==> src/rtl/tbt_pkg.sv <==
package tbt_pkg;
  localparam int DATA_W    = 16;
  localparam int B_FLAG    = 15;
  localparam int B_IE      = 14;
  localparam int B_SEL_HI  = 13;
  localparam int B_SEL_LO  = 11;
  localparam int B_OPT_HI  = 9;
  localparam int B_OPT_LO  = 8;
  localparam int B_OSC_SUB = 1;
  localparam int B_OSC_MAIN = 0;
  localparam int SEL_W     = B_SEL_HI - B_SEL_LO + 1;
  localparam int OPT_W     = B_OPT_HI - B_OPT_LO + 1;

  typedef struct packed {
    logic             flag;
    logic             ie;
    logic [SEL_W-1:0] sel;
    logic [OPT_W-1:0] opt;
    logic             osc_sub;
    logic             osc_main;
  } ctrl_t;

  localparam ctrl_t CTRL_RESET = '{flag: 1'b0, ie: 1'b0, sel: '0, opt: '0,
                                   osc_sub: 1'b1, osc_main: 1'b1};

  function automatic logic [DATA_W-1:0] pack_word(ctrl_t c, logic force_flag);
    logic [DATA_W-1:0] w;
    w = '0;
    w[B_FLAG]              = c.flag | force_flag;
    w[B_IE]                = c.ie;
    w[B_SEL_HI:B_SEL_LO]   = c.sel;
    w[B_OPT_HI:B_OPT_LO]   = c.opt;
    w[B_OSC_SUB]           = c.osc_sub;
    w[B_OSC_MAIN]          = c.osc_main;
    return w;
  endfunction
endpackage

==> src/rtl/tbt_timebase.sv <==
module tbt_timebase #(
  parameter int CNT_W    = 20,
  parameter int TAP_BASE = 12,
  parameter int SEL_W    = 3
) (
  input  logic             clk,
  input  logic             rst_n,
  input  logic [SEL_W-1:0] sel,
  output logic             tick
);
  localparam int TAP_MAX = TAP_BASE + (1 << SEL_W) - 1;

  initial begin
    if (TAP_MAX >= CNT_W) $error("tap range exceeds counter width");
  end

  logic [CNT_W-1:0] cnt;
  logic [CNT_W-1:0] low_mask;

  always_ff @(posedge clk or negedge rst_n) begin
    if (!rst_n) cnt <= '0;
    else        cnt <= cnt + 1'b1;
  end

  // Selected tap falls on the next edge when it and every bit below it are 1.
  always_comb begin
    for (int i = 0; i < CNT_W; i++)
      low_mask[i] = (i <= TAP_BASE + int'(sel));
  end

  assign tick = &(cnt | ~low_mask);

  p_count_step_r2: assert property (@(posedge clk) disable iff (!rst_n)
    1'b1 |=> cnt == $past(cnt) + 1'b1);
endmodule

==> src/rtl/tbt_ctrl_reg.sv <==
module tbt_ctrl_reg
  import tbt_pkg::*;
#(
  parameter int ADDR_W   = 4,
  parameter int REG_ADDR = 0
) (
  input  logic              clk,
  input  logic              rst_n,
  input  logic [ADDR_W-1:0] bus_addr,
  input  logic [DATA_W-1:0] bus_wdata,
  input  logic              bus_we,
  input  logic              bus_re,
  input  logic              bus_rmw,
  input  logic              tick,
  output logic [DATA_W-1:0] bus_rdata,
  output logic [SEL_W-1:0]  sel,
  output logic              irq,
  output logic              osc_stop_sub,
  output logic              osc_stop_main
);
  ctrl_t q;
  logic  hit;
  logic  wr_hit;

  assign hit    = (bus_addr == ADDR_W'(REG_ADDR));
  assign wr_hit = bus_we && hit;

  always_ff @(posedge clk or negedge rst_n) begin
    if (!rst_n) begin
      q <= CTRL_RESET;
    end else begin
      if (tick)
        q.flag <= 1'b1;
      else if (wr_hit && !bus_wdata[B_FLAG])
        q.flag <= 1'b0;
      if (wr_hit) begin
        q.ie       <= bus_wdata[B_IE];
        q.sel      <= bus_wdata[B_SEL_HI:B_SEL_LO];
        q.opt      <= bus_wdata[B_OPT_HI:B_OPT_LO];
        q.osc_sub  <= bus_wdata[B_OSC_SUB];
        q.osc_main <= bus_wdata[B_OSC_MAIN];
      end
    end
  end

  assign bus_rdata     = (bus_re && hit) ? pack_word(q, bus_rmw) : '0;
  assign sel           = q.sel;
  assign irq           = q.flag & q.ie;
  assign osc_stop_sub  = q.osc_sub;
  assign osc_stop_main = q.osc_main;

  p_flag_rise_needs_tick_r2: assert property (@(posedge clk) disable iff (!rst_n)
    $rose(q.flag) |-> $past(tick));

  p_set_beats_clear_r5: assert property (@(posedge clk) disable iff (!rst_n)
    tick |=> q.flag);

  p_zero_write_clears_r4: assert property (@(posedge clk) disable iff (!rst_n)
    (wr_hit && !bus_wdata[B_FLAG] && !tick) |=> !q.flag);

  p_one_write_keeps_r4: assert property (@(posedge clk) disable iff (!rst_n)
    (q.flag && wr_hit && bus_wdata[B_FLAG]) |=> q.flag);
endmodule

==> src/rtl/tbt_top.sv <==
module tbt_top
  import tbt_pkg::*;
#(
  parameter int ADDR_W   = 4,
  parameter int REG_ADDR = 0,
  parameter int CNT_W    = 20,
  parameter int TAP_BASE = 12
) (
  input  logic              clk,
  input  logic              rst_n,
  input  logic [ADDR_W-1:0] bus_addr,
  input  logic [15:0]       bus_wdata,
  input  logic              bus_we,
  input  logic              bus_re,
  input  logic              bus_rmw,
  output logic [15:0]       bus_rdata,
  output logic              irq,
  output logic              osc_stop_sub,
  output logic              osc_stop_main
);
  logic [SEL_W-1:0] sel;
  logic             tick;

  tbt_timebase #(.CNT_W(CNT_W), .TAP_BASE(TAP_BASE), .SEL_W(SEL_W)) u_timebase (
    .clk  (clk),
    .rst_n(rst_n),
    .sel  (sel),
    .tick (tick)
  );

  tbt_ctrl_reg #(.ADDR_W(ADDR_W), .REG_ADDR(REG_ADDR)) u_ctrl (
    .clk          (clk),
    .rst_n        (rst_n),
    .bus_addr     (bus_addr),
    .bus_wdata    (bus_wdata),
    .bus_we       (bus_we),
    .bus_re       (bus_re),
    .bus_rmw      (bus_rmw),
    .tick         (tick),
    .bus_rdata    (bus_rdata),
    .sel          (sel),
    .irq          (irq),
    .osc_stop_sub (osc_stop_sub),
    .osc_stop_main(osc_stop_main)
  );
endmodule

==> config.mk <==
export PLATFORM = sky130hd
export DESIGN_NAME = tbt_top
export DESIGN_NICKNAME = d
export VERILOG_FILES = /design/src/rtl/tbt_pkg.sv /design/src/rtl/tbt_timebase.sv /design/src/rtl/tbt_ctrl_reg.sv /design/src/rtl/tbt_top.sv
export SDC_FILE = /design/constraint.sdc
export NUM_CORES = 1
export LEC_CHECK = 0
export BUFFER_PORTS_ARGS = -buffer_cell sky130_fd_sc_hd__buf_2
export CAP_MARGIN = 20
export CORE_MARGIN = 2
export CORE_UTILIZATION = 40
export CTS_BUF_LIST = sky130_fd_sc_hd__clkbuf_4 sky130_fd_sc_hd__clkbuf_8
export DETAILED_ROUTE_END_ITERATION = 16
export PLACE_DENSITY = 0.65
export SLEW_MARGIN = 25
export SYNTH_ARGS = -nofsm -noshare
export SYNTH_HDL_FRONTEND = slang
export SYNTH_SLANG_ARGS = --single-unit
==> constraint.sdc <==
create_clock -name clk -period 1.4 [get_ports clk]
set_input_delay 0.14 -clock clk [delete_from_list [all_inputs] [get_ports clk]]
set_output_delay 0.14 -clock clk [all_outputs]
set_load 0.01 [all_outputs]
# After elaboration in Yosys (flattened, before gate mapping)
# Index checks and enable logic that the tools add are counted.
[word_totals] wordCells=43 out_inout_bits=19 input_bits=25 register_bits=29
[classes] mux=3 bitwise_logic=4 add_sub_neg=2 magnitude_cmp=20 reduce_logical=7
[ops] op="5-bit by 32-bit less-or-equal comparator with 1-bit output (first input constant)" count=8
[ops] op="4-bit by 32-bit less-or-equal comparator with 1-bit output (first input constant)" count=4
[ops] op="6-bit by 32-bit less-or-equal comparator with 1-bit output (first input constant)" count=4
[ops] op="3-bit by 32-bit less-or-equal comparator with 1-bit output (first input constant)" count=2
[ops] op="1-bit by 32-bit less-or-equal comparator with 1-bit output (first input constant)" count=1
[ops] op="2-bit by 32-bit less-or-equal comparator with 1-bit output (first input constant)" count=1
[ops] op="20-bit by 1-bit adder with 20-bit output (second input constant)" count=1
[ops] op="20-bit inverter" count=1
[ops] op="20-bit OR" count=1
[ops] op="20-bit AND reduction" count=1
[ops] op="16-bit 2-to-1 mux" count=1
[ops] op="4-bit by 3-bit adder with 5-bit output (first input constant)" count=1
[ops] op="4-bit logical NOT" count=1
[ops] op="1-bit logical AND" count=3
[ops] op="1-bit 2-to-1 mux" count=2
[ops] op="2-bit nonzero test" count=1
[ops] op="1-bit AND" count=1
[ops] op="1-bit logical NOT" count=1
[ops] op="1-bit OR" count=1

# Logic depth before layout (Yosys ltp)
# Gate-level depths: netlist of run 1.
[logic_depth] ltp_word=6 ltp_mapped=6 mapped_depth_nobuf=5

# By module
# A second synthesis of run 1 with hierarchy kept.
[unflattened] cells_unflattened=124 area_unflattened_um2=1461.4
[modules_own_cells] mod="tbt_timebase" n_inst=1 seq_area_each_um2=500.5 cells_each=80 area_each_um2=917.1
[modules_own_cells] mod="tbt_ctrl_reg" n_inst=1 seq_area_each_um2=227.7 cells_each=44 area_each_um2=544.3

# Least setup slack after synthesis of run 1
# No wires, ideal clock.
[synth_timing] kind="flip-flop to flip-flop" start="register u_timebase.cnt[0]" end="register u_timebase.cnt[16]" synth_period_minus_slack_ns=1.417 path_stages_with_launch=7 setup_slack_ns=-0.017 arrival_time_ns=1.294 cell_sequence="dfrtp_1 ha_1 and3_1 clkbuf_1 nand4_1 nand2b_1 xnor2_1"
[synth_between] elab_chain_len=1
[synth_lines] item="start, declared" line="tbt_timebase.sv:17" rtl="logic [CNT_W-1:0] cnt;"
[synth_lines] item="start signal, assigned" line="tbt_timebase.sv:22" rtl="else cnt <= cnt + 1'b1;"
[synth_lines] item="20-bit by 1-bit adder with 20-bit output" line="tbt_timebase.sv:22"
# Every way passes these cells.
# A chain may end at the register's enable or synchronous reset.

# Worst setup path after layout of run 1
# Ends and elaborated chain as after synthesis.

==> results of run 1 <==
## worst reg2reg max path: stages (launching register included)
cell and delay [ns]:
dfrtp_1 0.40, ha_2 0.19, and3_4 0.18, nand4_1 0.16, nand2b_4 0.19, xnor2_2 0.12
## sequential cells by signal (all words and copies together) (netlist names)
register and flops:
u_ctrl.osc_stop_sub 1, u_ctrl.q 4, u_ctrl.sel 3, u_ctrl.osc_stop_main 1, u_timebase.cnt 20
## power by group through the flow
stage	sequential (mW)	clock, mW	combinational, mW
2_1_floorplan	0.970	0	0.122
3_3_place_gp	0.972	0	0.189
3_5_place_dp	0.979	0	0.192
4_1_cts	0.961	0.542	0.196
5_1_grt	0.976	0.583	0.213
6_report	0.961	0.524	0.191
## per-layer routing
layer  global-route usage  vias to the layer above
met4               0.0734                        0
met1                0.177                      467
li1                     -                      489
met3               0.0589                        5
met2                0.225                       36
met5                    0                        -
## placed cells by master (no fill, tap or decap), types with 2 or more instances in the layout
cell type,count
a21oi_1,2
and3_1,10
nor3_2,2
xnor2_1,11
buf_4,11
nor2_1,5
dfstp_2,2
nand2_1,5
inv_1,3
clkbuf_4,6
buf_2,29
dfrtp_1,27
conb_1,7
o21ai_0,2
nand3_1,6
xor2_1,6
and4_2,2
mux2_2,8
nand4_1,3
## stage by stage
step	hold WS, ns	util
3_3_place_gp	0.182	0.481
4_1_cts	0.0302	0.501
5_1_grt	0.0287	0.519
2_1_floorplan	-0.156	-
3_5_place_dp	0.198	0.481
6_report	0.0458	0.519
## cells by family (layout without fill, tap and decap cells)
kind of cell,after synthesis,after routing
AND/OR/NAND/NOR,41,41
flip-flops,29,29
XOR/XNOR,18,18
buffers and inverters,12,51
AO/OA/AOI/OAI,9,9
multiplexers,8,8
adder cells (fa/ha/maj),1,1
other,1,7
## Yosys cell counts
library cell / count
a21o_1: 1
a21oi_1: 2
and2_1: 1
and3_1: 11
and4_1: 3
buf_4: 7
buf_6: 1
clkbuf_1: 1
conb_1: 1
dfrtp_1: 27
dfstp_2: 2
ha_1: 1
inv_1: 3
mux2_2: 8
nand2_1: 5
nand2_4: 1
nand2b_1: 2
nand3_1: 6
nand4_1: 3
nand4_4: 1
nor2_1: 5
nor3_2: 2
nor4_4: 1
o211a_1: 1
o21ai_0: 2
o21bai_1: 1
o31ai_1: 1
o32a_1: 1
xnor2_1: 12
xor2_1: 6
## timing repair
action / 4_1_cts / 5_1_grt
hold endpoints to repair: 27 / 0
buffers inserted: 0 / 4
hold buffers: 1 / 0
gates resized for setup: 0 / 8
setup endpoints to repair: 0 / 9
## final timing paths
check	slack, ns	endpoint
min reg2reg	0.46	u_timebase.cnt[19]
min	0.05	u_ctrl.osc_stop_sub
max reg2reg	0.04	u_timebase.cnt[16]
max in group asynchronous	0.62	u_timebase.cnt[13]
min in group asynchronous	0.37	u_ctrl.sel[0]
max	0.04	u_timebase.cnt[16]
## area by class of cell
| class | count | area (µm²) |
|---|---|---|
| fillers | 317 | 1620 |
| inverters | 3 | 11.3 |
| multi-input cells | 84 | 651 |
| well taps | 46 | 57.6 |
| clock buffers | 7 | 58.8 |
| flip-flops and latches | 29 | 728 |
| repair buffers | 41 | 238 |
==> reports/results.ini, run 1 <==
[run_status]
outcome = finished, final reports clean

[critical_path]
slowest_stage = dfrtp_1
r2r-start = u_timebase.cnt[0]
cpLargestDelayFamily = simple AND/OR/NAND/NOR gates
slowest_delay_ns = 0.40
setup.worst_path.start = u_timebase.cnt[0]
cp-end-kind = flip-flop
cp.arrival_ns = 1.58
critical_path_class = reg -> reg
cp_num_buf_inv = 0
crit_fanout = 4
ff2ff_path_depth = 5
crit_chain = ha_2 > and3_4 > nand4_1 > nand2b_4 > xnor2_2
cp_num_cells = 5
crit_required_ns = 1.61
worstSetupStartpointType = flip-flop

[floorplan]
dieHeight_um = 63.3
die_w_um = 63.3
core_area_um2 = 3360
die_area_um2 = 4010
ioPinCount = 44
rows = 21
start_util = 0.419

[sta]
fin_setup_tns_ns = 0
min_period_over_period = 0.972
rsz0062_at_grt = yes
drv_slew = 0
fmax_mhz = 735
hold_violations = 0
worst_slew_pin_slew_ns = 0.629
final.min_clock_period_ns = 1.36
finClkSkew_ns = 0.00673
final.setup.worst_slack_ns = 0.0389
slew_headroom = 0.580
setup_viol = 0

[cells_and_area]
nets = 190
diodes = 0
syn_to_final_growth_pct = 23.9
layout-drive-gt1-share = 0.421
stdcell_count = 210
final_cell_area_um2 = 1740

[yosys]
syn_area_per_cell_um2 = 11.8
netlist_instances = 119
yosysTopAreaCell = dfrtp_1
yosys_register_bits = 29
yosys.cell_types.count = 30
yosys.area.top_type_share = 0.480
ys_seq_area_frac = 0.517
synthXorXnorAreaFrac = 0.112
synth-compound-area-share = 0.0444
synthAdderAreaFrac = 0.00889
synth-simple-area-share = 0.195
netlist_area_um2 = 1410
ys_warn_count = 0
synth.mux.area_fraction = 0.0640
synth_top_family_by_area = simple AND/OR/NAND/NOR gates
yosys-top-cells-area = dfrtp_1, xnor2_1, mux2_2, and3_1, buf_4

[place]
gp_congestion = 0.722
dpl.hpwl_mm = 1.84
port_buffers = 29
post-place-ws_ns = 0.0398
dp.cells = 198
postPlaceCellArea_um2 = 1620

[route]
vias_per_cell = 4.75
drcViolationCount = 0
post_drt_wl_per_cell_um = 12.2
met1_length_mm = 1.14
wirelength_mm = 2.57
wl_met2_mm = 1.17
drt_iter0_markers = 18
routed.top_layer = met4
met3WireLength_um = 192
drt_pass1_iterations = 4
ant_nets = 0
num_vias = 997

[cts]
path_clk_slew_ns = 0.09
htree_levels = 2
clkLatencyLatePin_ns = 0.32
cts_sinks = 29
cts_made_buffers = 5
clockRootBuffer = clkbuf_4
cts_tree = done
clk_path_buf_depth = 2

[hold_path]
worstHoldStart = bus_wdata[1]
min_delay_path_depth = 2
holdCritPathClass = in -> reg

[power]
p_leak_nw = 0.914
p_clk_frac = 0.312
switchingPower_uw = 412
p_total_mw = 1.68
p_int_mw = 1.26
power_density_nw_per_um2 = 961
sw_frac_of_total = 0.246
combinationalPowerShare = 0.114
power_frac_seq = 0.574
ir_worst_vdd_mv = 0.358

[grt]
antenna_found_initial = 0
grt_usage = 0.146
grt_max_degree = 30
grt_pass1_vias = 975
grt_first_pass_wirelength_mm = 4.51
overflow = 0

[flow_run]
drv_cap = 0

Note: power is estimated with default switching activity, not from simulation.
==> inputs of run 2 (changes only) <==
--- a/config.mk
+++ b/config.mk
@@ -11,6 +11,7 @@
 export CORE_UTILIZATION = 40
 export CTS_BUF_LIST = sky130_fd_sc_hd__clkbuf_4 sky130_fd_sc_hd__clkbuf_8
 export DETAILED_ROUTE_END_ITERATION = 16
+export MAX_ROUTING_LAYER = met4
 export PLACE_DENSITY = 0.65
 export SLEW_MARGIN = 25
 export SYNTH_ARGS = -nofsm -noshare
==> reports/results.ini, run 2 (synthesized netlist as in run 1, its figures left out) <==
[run_status]
outcome = finished, final reports clean

[floorplan]
start_util = 0.419
die_w_um = 63.3
dieHeight_um = 63.3
core_area_um2 = 3360
die_area_um2 = 4010
ioPinCount = 44
rows = 21

[hold_path]
hold-path-endpoint = u_ctrl.osc_stop_sub
worstHoldStart = bus_wdata[1]
min_delay_path_depth = 2
holdCritPathClass = in -> reg

[power]
sw_frac_of_total = 0.245
p_int_mw = 1.26
p_clk_frac = 0.312
power_frac_seq = 0.574
ir_worst_vdd_mv = 0.357
combinationalPowerShare = 0.114
switchingPower_uw = 410
p_leak_nw = 0.914
power_density_nw_per_um2 = 960

[critical_path]
crit_required_ns = 1.61
rrSetupSlack_ns = 0.04
reg2reg_to = u_timebase.cnt[16]
slowest_stage = dfrtp_1
crit_fanout = 4
cp.arrival_ns = 1.57
worstSetupStartpointType = flip-flop
slowest_delay_ns = 0.40
cp-end-kind = flip-flop
ff2ff_path_depth = 5
critical_path_class = reg -> reg
r2r-start = u_timebase.cnt[0]
crit_chain = ha_2 > and3_4 > nand4_1 > nand2b_4 > xnor2_2

[cells_and_area]
layout-drive-gt1-share = 0.421
stdcell_count = 210
fillers = 317
largestRegisters = u_timebase.cnt (20), u_ctrl.q (4), u_ctrl.sel (3)
diodes = 0
nets = 190
layout_commonest_cell = buf_2
final_cell_area_um2 = 1740
syn_to_final_growth_pct = 23.9
top_register = u_timebase.cnt
largest_reg_flops = 20
final_cell_mix = buf_2, dfrtp_1, xnor2_1, buf_4, and3_1

[flow_run]
drv_cap = 0

[cts]
cts_tree = done
htree_levels = 2
cts_made_buffers = 5
path_clk_slew_ns = 0.08
clockRootBuffer = clkbuf_4
clk_path_buf_depth = 2
cts_sinks = 29
clkLatencyLatePin_ns = 0.32

[sta]
drv_slew = 0
slew_headroom = 0.580
rsz0062_at_grt = yes
whs_ns = 0.0468
fmax_mhz = 735
fin_setup_tns_ns = 0
final.min_clock_period_ns = 1.36
min_period_over_period = 0.972
finClkSkew_ns = 0.00660
hold_violations = 0
setup_viol = 0
worst_slew_pin_slew_ns = 0.630

[route]
num_vias = 1001
drt_iter0_markers = 22
drt_pass1_iterations = 4
post_drt_wl_per_cell_um = 12.2
ant_nets = 0
wirelength_mm = 2.57
vias_per_cell = 4.77
drcViolationCount = 0

[grt]
grt_first_pass_wirelength_mm = 4.51
grt_max_degree = 30
grt_usage = 0.151
antenna_found_initial = 0
overflow = 0
grt_pass1_vias = 973

[place]
dpl.hpwl_mm = 1.84
gp_congestion = 0.730
port_buffers = 29
postPlaceCellArea_um2 = 1620
dp.cells = 198

run 2: cell counts in the layout (fill, tap and decap cells not counted):
No cell type changed its count.
run 2: how the worst max path moves through the flow:
stage | startpoint | end | slack [ns]
detailed placement | u_timebase.cnt[0] | u_timebase.cnt[16] | 0.04
floorplan | u_timebase.cnt[0] | u_timebase.cnt[16] | 0.05
CTS | u_timebase.cnt[0] | u_timebase.cnt[16] | 0.01
global placement | u_timebase.cnt[0] | u_timebase.cnt[16] | 0.08
finish | u_timebase.cnt[0] | u_timebase.cnt[16] | 0.04
global route | u_timebase.cnt[0] | u_timebase.cnt[14] | -0.1
run 2: critical path, delay by kind of cell, from the launching register on:
| kind | cells | cell delay, ns |
|---|---|---|
| and+or+nand+nor | 3 | 0.53 |
| DFF | 1 | 0.40 |
| xor gates and xnor gates | 1 | 0.12 |
| adders and majority gates | 1 | 0.19 |
run 2: power groups by stage:
stage               clock, mW  sequential [mW]  combinational, mW
finish                  0.523            0.961              0.191
global route            0.583            0.976              0.213
CTS                     0.542            0.961              0.196
detailed placement          0            0.979              0.192
global placement            0            0.972              0.189
floorplan                   0            0.970              0.122
run 2: cell type report:
| type | instances | area, µm² | area share |
|---|---|---|---|
| flip-flops and latches | 29 | 728 | 0.418 |
| well taps | 46 | 57.6 | 0.0330 |
| inverters | 3 | 11.3 | 0.00646 |
| clock buffers | 7 | 58.8 | 0.0337 |
| multi-input cells | 84 | 651 | 0.373 |
| repair buffers | 41 | 238 | 0.136 |
run 2: metal layers:
metal	share of wire	track usage	up-vias
met5	0	-	-
li1	-	-	488
met1	0.44	0.177	471
met4	0.020	0.0734	0
met2	0.46	0.225	36
met3	0.079	0.0589	6
run 2: what timing repair did:
action | CTS | global route
resized for setup | 0 | 8
endpoints found under the setup margin | 0 | 9
buffers inserted | 0 | 4
hold buffers | 1 | 0
endpoints found under the hold margin | 27 | 0
run 2: per-stage QoR:
step,setup WS (ns),power [mW],utilization
floorplan,0.0483,1.09,-
global placement,0.0823,1.16,0.481
detailed placement,0.0398,1.17,0.481
CTS,0.0130,1.70,0.501
global route,-0.0972,1.77,0.519
finish,0.0392,1.67,0.519
